### src/rtl/mdio_mgmt_pkg.sv
package mdio_mgmt_pkg;

  localparam int CW_REG_LSB  = 16;
  localparam int CW_PHY_LSB  = 21;
  localparam int CW_OP_LSB   = 26;
  localparam int CW_RDY_BIT  = 28;
  localparam int ST_DONE_BIT = 11;

  typedef logic [1:0] mgmt_op_t;
  localparam mgmt_op_t OP_WRITE = 2'b01;
  localparam mgmt_op_t OP_READ  = 2'b10;

  typedef struct packed {
    mgmt_op_t    op;
    logic [4:0]  phy;
    logic [4:0]  regad;
    logic [15:0] data;
  } mgmt_cmd_t;

  function automatic mgmt_cmd_t unpack_cmd(input logic [31:0] w);
    mgmt_cmd_t c;
    c.op    = w[CW_OP_LSB +: 2];
    c.phy   = w[CW_PHY_LSB +: 5];
    c.regad = w[CW_REG_LSB +: 5];
    c.data  = w[15:0];
    return c;
  endfunction

  function automatic logic [31:0] frame_tail(input mgmt_cmd_t c);
    logic [1:0]  ta;
    logic [15:0] dat;
    ta  = (c.op == OP_READ) ? 2'b11 : 2'b10;
    dat = (c.op == OP_READ) ? 16'hFFFF : c.data;
    return {2'b01, c.op, c.phy, c.regad, ta, dat};
  endfunction

endpackage

### src/rtl/mdio_clk_div.sv
module mdio_clk_div #(
  parameter int HALF_PER = 40
) (
  input  logic clk,
  input  logic rst_n,
  input  logic run,
  output logic mdc,
  output logic rise_tick,
  output logic fall_tick
);
  logic edge_due;

  generate
    if (HALF_PER <= 1) begin : g_nocnt
      assign edge_due = run;
    end else begin : g_cnt
      localparam int CW = $clog2(HALF_PER);
      localparam logic [CW-1:0] LAST = CW'(HALF_PER - 1);
      logic [CW-1:0] cnt;
      always_ff @(posedge clk or negedge rst_n) begin
        if (!rst_n)                   cnt <= '0;
        else if (!run || cnt == LAST) cnt <= '0;
        else                          cnt <= cnt + 1'b1;
      end
      assign edge_due = run && (cnt == LAST);
    end
  endgenerate

  always_ff @(posedge clk or negedge rst_n) begin
    if (!rst_n)        mdc <= 1'b0;
    else if (!run)     mdc <= 1'b0;
    else if (edge_due) mdc <= ~mdc;
  end

  assign rise_tick = edge_due && !mdc;
  assign fall_tick = edge_due && mdc;


  mdc_idle_low_chk: assert property (@(posedge clk) disable iff (!rst_n)
    !run |=> !mdc);

endmodule

### src/rtl/mdio_frame_eng.sv
module mdio_frame_eng
  import mdio_mgmt_pkg::*;
#(
  parameter int PRE_LEN = 32
) (
  input  logic        clk,
  input  logic        rst_n,
  input  logic        start,
  input  mgmt_cmd_t   cmd,
  input  logic        rise_tick,
  input  logic        fall_tick,
  input  logic        mdio_i,
  output logic        busy,
  output logic        done,
  output logic        mdio_o,
  output logic        mdio_oe,
  output logic [15:0] rd_data
);
  localparam int FRAME_W = PRE_LEN + 32;
  localparam int IDX_W   = $clog2(FRAME_W);
  localparam logic [IDX_W-1:0] LAST     = IDX_W'(FRAME_W - 1);
  localparam logic [IDX_W-1:0] TA_IDX   = IDX_W'(PRE_LEN + 14);
  localparam logic [IDX_W-1:0] DATA_IDX = IDX_W'(PRE_LEN + 16);

  logic [FRAME_W-1:0] shreg;
  logic [IDX_W-1:0]   idx;
  logic               is_rd;

  always_ff @(posedge clk or negedge rst_n) begin
    if (!rst_n) begin
      busy    <= 1'b0;
      idx     <= '0;
      shreg   <= '1;
      rd_data <= '0;
      is_rd   <= 1'b0;
    end else if (start) begin
      busy  <= 1'b1;
      idx   <= '0;
      shreg <= {{PRE_LEN{1'b1}}, frame_tail(cmd)};
      is_rd <= (cmd.op == OP_READ);
    end else if (busy) begin
      if (rise_tick && is_rd && idx >= DATA_IDX)
        rd_data <= {rd_data[14:0], mdio_i};
      if (fall_tick) begin
        if (idx == LAST) begin
          busy <= 1'b0;
        end else begin
          idx   <= idx + 1'b1;
          shreg <= {shreg[FRAME_W-2:0], 1'b1};
        end
      end
    end
  end

  assign done    = busy && fall_tick && (idx == LAST);
  assign mdio_o  = shreg[FRAME_W-1];
  assign mdio_oe = busy && !(is_rd && idx >= TA_IDX);


  start_idle_chk: assert property (@(posedge clk) disable iff (!rst_n)
    start |-> !busy);


  done_ends_chk: assert property (@(posedge clk) disable iff (!rst_n)
    done |=> !busy);

endmodule

### src/rtl/mdio_mgmt_ctrl.sv
module mdio_mgmt_ctrl
  import mdio_mgmt_pkg::*;
#(
  parameter int CLK_DIV = 40,
  parameter int PRE_LEN = 32
) (
  input  logic        clk,
  input  logic        rst_n,
  input  logic        ctrl_wr,
  input  logic [31:0] ctrl_wdata,
  output logic [31:0] ctrl_word,
  input  logic        stat_wr,
  input  logic [15:0] stat_wdata,
  output logic [15:0] stat_word,
  output logic        irq,
  output logic        mdc,
  input  logic        mdio_i,
  output logic        mdio_o,
  output logic        mdio_oe
);
  mgmt_cmd_t   cmd_q;
  logic        ready_q;
  logic        done_flag;
  logic        accept;
  logic        eng_busy;
  logic        eng_done;
  logic        rise_tick;
  logic        fall_tick;
  logic [15:0] rd_data;
  logic        unused_bits;

  assign unused_bits = ^{ctrl_wdata[31:28], stat_wdata[15:12], stat_wdata[10:0]};
  assign accept = ctrl_wr && ready_q;

  mdio_clk_div #(.HALF_PER(CLK_DIV)) div_i (
    .clk(clk), .rst_n(rst_n), .run(eng_busy),
    .mdc(mdc), .rise_tick(rise_tick), .fall_tick(fall_tick));

  mdio_frame_eng #(.PRE_LEN(PRE_LEN)) eng_i (
    .clk(clk), .rst_n(rst_n), .start(accept), .cmd(unpack_cmd(ctrl_wdata)),
    .rise_tick(rise_tick), .fall_tick(fall_tick), .mdio_i(mdio_i),
    .busy(eng_busy), .done(eng_done), .mdio_o(mdio_o), .mdio_oe(mdio_oe),
    .rd_data(rd_data));

  always_ff @(posedge clk or negedge rst_n) begin
    if (!rst_n) begin
      cmd_q   <= '0;
      ready_q <= 1'b1;
    end else if (accept) begin
      cmd_q   <= unpack_cmd(ctrl_wdata);
      ready_q <= 1'b0;
    end else if (eng_done) begin
      ready_q <= 1'b1;
      if (cmd_q.op == OP_READ) cmd_q.data <= rd_data;
    end
  end

  always_ff @(posedge clk or negedge rst_n) begin
    if (!rst_n)                             done_flag <= 1'b0;
    else if (eng_done)                      done_flag <= 1'b1;
    else if (stat_wr && stat_wdata[ST_DONE_BIT]) done_flag <= 1'b0;
  end

  assign ctrl_word = {3'b000, ready_q, cmd_q};
  assign stat_word = {4'b0000, done_flag, 11'b0};
  assign irq       = done_flag;


  busy_not_ready_chk: assert property (@(posedge clk) disable iff (!rst_n)
    eng_busy |-> !ready_q);


  ignore_busy_chk: assert property (@(posedge clk) disable iff (!rst_n)
    (ctrl_wr && !ready_q && !eng_done) |=> $stable(cmd_q));


  mdio_hold_chk: assert property (@(posedge clk) disable iff (!rst_n)
    (mdc && $past(mdc)) |-> $stable(mdio_o));


  done_status_chk: assert property (@(posedge clk) disable iff (!rst_n)
    eng_done |=> (stat_word[11] && irq));

endmodule

### config.mk
export PLATFORM = sky130hd
export DESIGN_NAME = mdio_mgmt_ctrl
export DESIGN_NICKNAME = d
export VERILOG_FILES = /design/src/rtl/mdio_mgmt_pkg.sv /design/src/rtl/mdio_clk_div.sv /design/src/rtl/mdio_frame_eng.sv /design/src/rtl/mdio_mgmt_ctrl.sv
export SDC_FILE = /design/constraint.sdc
export NUM_CORES = 1
export LEC_CHECK = 0
export BUFFER_PORTS_ARGS = -buffer_cell sky130_fd_sc_hd__buf_2
export CAP_MARGIN = 20
export CORE_MARGIN = 5
export CORE_UTILIZATION = 50
export DETAILED_ROUTE_END_ITERATION = 7
export MAX_ROUTING_LAYER = met4
export PLACE_DENSITY = 0.76
export SYNTH_ARGS = -nofsm -noshare
export SYNTH_HDL_FRONTEND = slang
export SYNTH_SLANG_ARGS = --single-unit
### constraint.sdc
create_clock -name clk -period 2 [get_ports clk]
set_input_delay 0.4 -clock clk [delete_from_list [all_inputs] [get_ports clk]]
set_output_delay 0.4 -clock clk [all_outputs]
set_load 0.01 [all_outputs]
==> out/results.txt <==
Row generation in the floorplan step produced 39 rows. In this run, the number of DRC markers left after iteration 0 of detailed routing was 341. The floorplan die width came out at 117.8 um. Averaged over all synthesized cells, the footprint is 9.628 um2.

Before antenna repair, the detailed router went through 6 iterations. Summed over all failing endpoints, the final setup total negative slack is 0 ns. Summed over all layers, the routed wires come to 13810 um. IR analysis of the VDD net gives a maximum drop of 596.2 uV. The worst setup path is captured at a register. Final hold analysis gives a worst-case slack of 0.2025 ns.

The fraction of power consumed by sequential logic is 43.6%. In the final layout, the share of cells above drive strength 1 is 32.90%. Setup violations remaining at the end of the flow were counted as 0.

Setup repair after global routing could not meet its margin everywhere. The critical path is of the reg -> reg type. The tools report the post-route clock skew as 0.01351 ns. Cells fill 62.49% of the core in the end. The tools report the net switching component of the power as 1.969 mW. The final clock period utilization by the worst path was 97.82%; the part of the power in the clock network was 41.3%. The floorplan die area was 13890 um2; the worst endpoint required time was 2.30 ns. Entering global routing, the biggest net connects 84 pins. Dominant register cell in the synthesized netlist: dfstp_2.

For the count of endpoints failing hold in the final timing report, the log shows 0. The number of cells produced by synthesis was 604; the share of the synthesized area in the top cell type was 29.37%. Starting density of the core: 50.93%. Endpoint arrival time on the critical path: 2.26 ns. For this run, design rule violations remaining after detail routing come to 0. The floorplan die height works out to 117.8 um. Once routing completed, OpenROAD measured the worst setup slack at 0.04363 ns.

In the synthesized netlist, the cells that appear most often are nand3_1, nand2_1, o21ai_0, dfstp_2, dfrtp_1. The number of antenna violations at the first check in global routing was 0. The average via count per standard cell came out at 5.751. The number of antenna diodes in the final layout is 0.

The top cell type by total area after synthesis was dfstp_2. The H-tree was split into 4 levels. The share of flip-flops with an asynchronous set or reset after synthesis works out to 100.0%. The most frequently used cell type in the post-synthesis netlist was nand3_1.

The overall via count from detail_route came out at 4773. The internal portion of the total power is 5.523 mW. After legalization and detailed placement, the total HPWL measured 8365 um. Input and output buffers added on the ports amount to 67. The global-route usage over all layers was 20.82%; the area of the core was 11420 um2. The number of max-slew violations in the final report was 0. Synthesis inferred 125 register bits.

The netlist uses 44 different library cells. The wire length of the first global-routing pass is 23450 um. Static timing analysis puts the maximum clock frequency at 511.2 MHz. The detail route stage leaves a number of antenna-violating nets equal to 0.

The tree is rooted in a clkbuf_16. The count of clock tree sinks is 125, and the reported max-cap violation count is 0. The share of total power dissipated in combinational logic is 15.1%.

For this run, the register share of the synthesized area comes to 55.19%. The area growth from synthesis to layout is 22.70%. In this run the power density over the cells is 1050 nW/um2. The analysis attributes to cell leakage a power of 3.100 nW. The worst hold path belongs to the class in -> reg. The number of warning messages in the yosys log is 0. The total grt overflow came out at 0.

The post-layout minimum cycle time is 1.956 ns, and the last weighted congestion value of the routability-driven placer is 0.8151. STA classifies the critical path startpoint as a register. After detailed routing, the average wire length per cell comes to 16.64 um.

In this run the worst path has a maximum fanout of 16. At the later pin of the worst-skew pair, clock insertion delay measures 0.41 ns. During I/O placement, the number of pins put on the boundary was 105. TritonCTS built the clock tree. The via count of the first global-routing pass is 4751. The longest clock path from root to sink contains 2 buffers.

The count of flip-flops with a built-in enable after synthesis is 0, and the number of buffers inserted during clock tree synthesis is 17. At the end of the flow, the number of nets in the layout was 729. Net switching is 26.28% of the power. By area the synthesized netlist is led by dfstp_2, dfrtp_1, nand3_1.

Clock transition at the registers of the reported paths: 0.06 ns. The synthesized netlist occupies a cell area of 5816 um2. The run finished with clean final reports. At the placement stage, the worst setup path has a slack of 0.03356 ns.
==> metal layers <==
metal | vias to the layer above | track usage [%] | part of all wire (%)
met4 | 0 | 7.814 | 1.6
met2 | 156 | 32.81 | 52
met5 | - | - | 0
met3 | 19 | 5.574 | 4.5
li1 | 2227 | - | -
met1 | 2371 | 25.85 | 42
==> cell type report <==
| type | instances | area, um2 |
|---|---|---|
| clock inverter | 8 | 73.82 |
| multi-input combinational | 425 | 2328 |
| sequential | 125 | 3209 |
| clock buffer | 24 | 535.5 |
| inverter | 2 | 7.507 |
| fill | 938 | 4283 |
| timing repair buffer | 103 | 802.0 |
| tap | 143 | 178.9 |
==> critical path, cell delays in order, from the launching register on <==
cell,delay [ns]
dfrtp_1,0.35
ha_1,0.16
and4b_1,0.26
nand3_2,0.10
or4_4,0.60
mux2_4,0.36
==> state kept, by name, indices dropped and copies added (netlist names) <==
signal           flops
eng_i.shreg         64
ctrl_word           28
eng_i.rd_data       16
div_i.g_cnt.cnt      6
eng_i.idx            6
div_i.mdc            1
eng_i.busy           1
eng_i.is_rd          1
irq                  1
ready_q              1
==> power groups by stage <==
stage | Sequential, mW | Combinational [mW] | Clock (mW)
2_1_floorplan | 3.34 | 0.586 | 0
3_3_place_gp | 3.27 | 1.06 | 0
3_5_place_dp | 3.29 | 1.10 | 0
4_1_cts | 3.26 | 1.12 | 3.14
5_1_grt | 3.31 | 1.27 | 3.26
6_report | 3.26 | 1.13 | 3.10
==> timing repair <==
item,CTS,global route
hold endpoints to repair,28,0
pin swaps,1,3
setup buffers,0,9
gates resized for setup,1,4
cloned,0,1
hold buffers,1,0
setup endpoints to repair,3,84
==> through the flow <==
step	cell area (um2)	std cells	power [mW]
floorplan	5879	621	3.923
global placement	6380	787	4.324
detailed placement	6380	787	4.397
CTS	7003	820	7.521
global route	7136	830	7.848
finish	7136	830	7.492
==> placed cells by master, fill, tap and decap left out, drive strengths merged, types with 5 or more instances in the layout <==
| master | n |
|---|---|
| a21o | 12 |
| a21oi | 26 |
| a31oi | 34 |
| buf | 101 |
| clkbuf | 25 |
| clkinv | 6 |
| conb | 18 |
| dfrtp | 60 |
| dfstp | 65 |
| mux2 | 16 |
| nand2 | 79 |
| nand3 | 84 |
| nor2 | 36 |
| nor3 | 5 |
| o21ai | 79 |
| or4 | 5 |
==> logic make-up (layout without fill, tap and decap cells) <==
logic type | count (synthesis) | in the layout | synth area share, %
multiplexers | 16 | 16 | 3.743
other | 1 | 18 | 0.06448
adder cells (fa/ha/maj) | 2 | 2 | 0.4302
flip-flops | 125 | 125 | 55.19
AND/OR/NAND/NOR | 225 | 225 | 18.05
XOR/XNOR | 4 | 4 | 0.6025
AO/OA/AOI/OAI | 160 | 160 | 15.58
buffers and inverters | 71 | 137 | 6.347
==> path summary, 6_finish.rpt <==
kind	start	to	slack [ns]	cells past startpoint
max reg2reg	div_i.g_cnt.cnt[1]	eng_i.rd_data[11]	0.04	5
min reg2reg	ctrl_word[21]	ctrl_word[21]	0.47	2
max in group asynchronous	rst_n	eng_i.shreg[10]	1.03	3
min	ctrl_wdata[25]	ctrl_word[25]	0.20	3
min in group asynchronous	rst_n	eng_i.idx[4]	0.53	3
max	div_i.g_cnt.cnt[1]	eng_i.rd_data[11]	0.04	5
(Power assumes the default switching activity.)
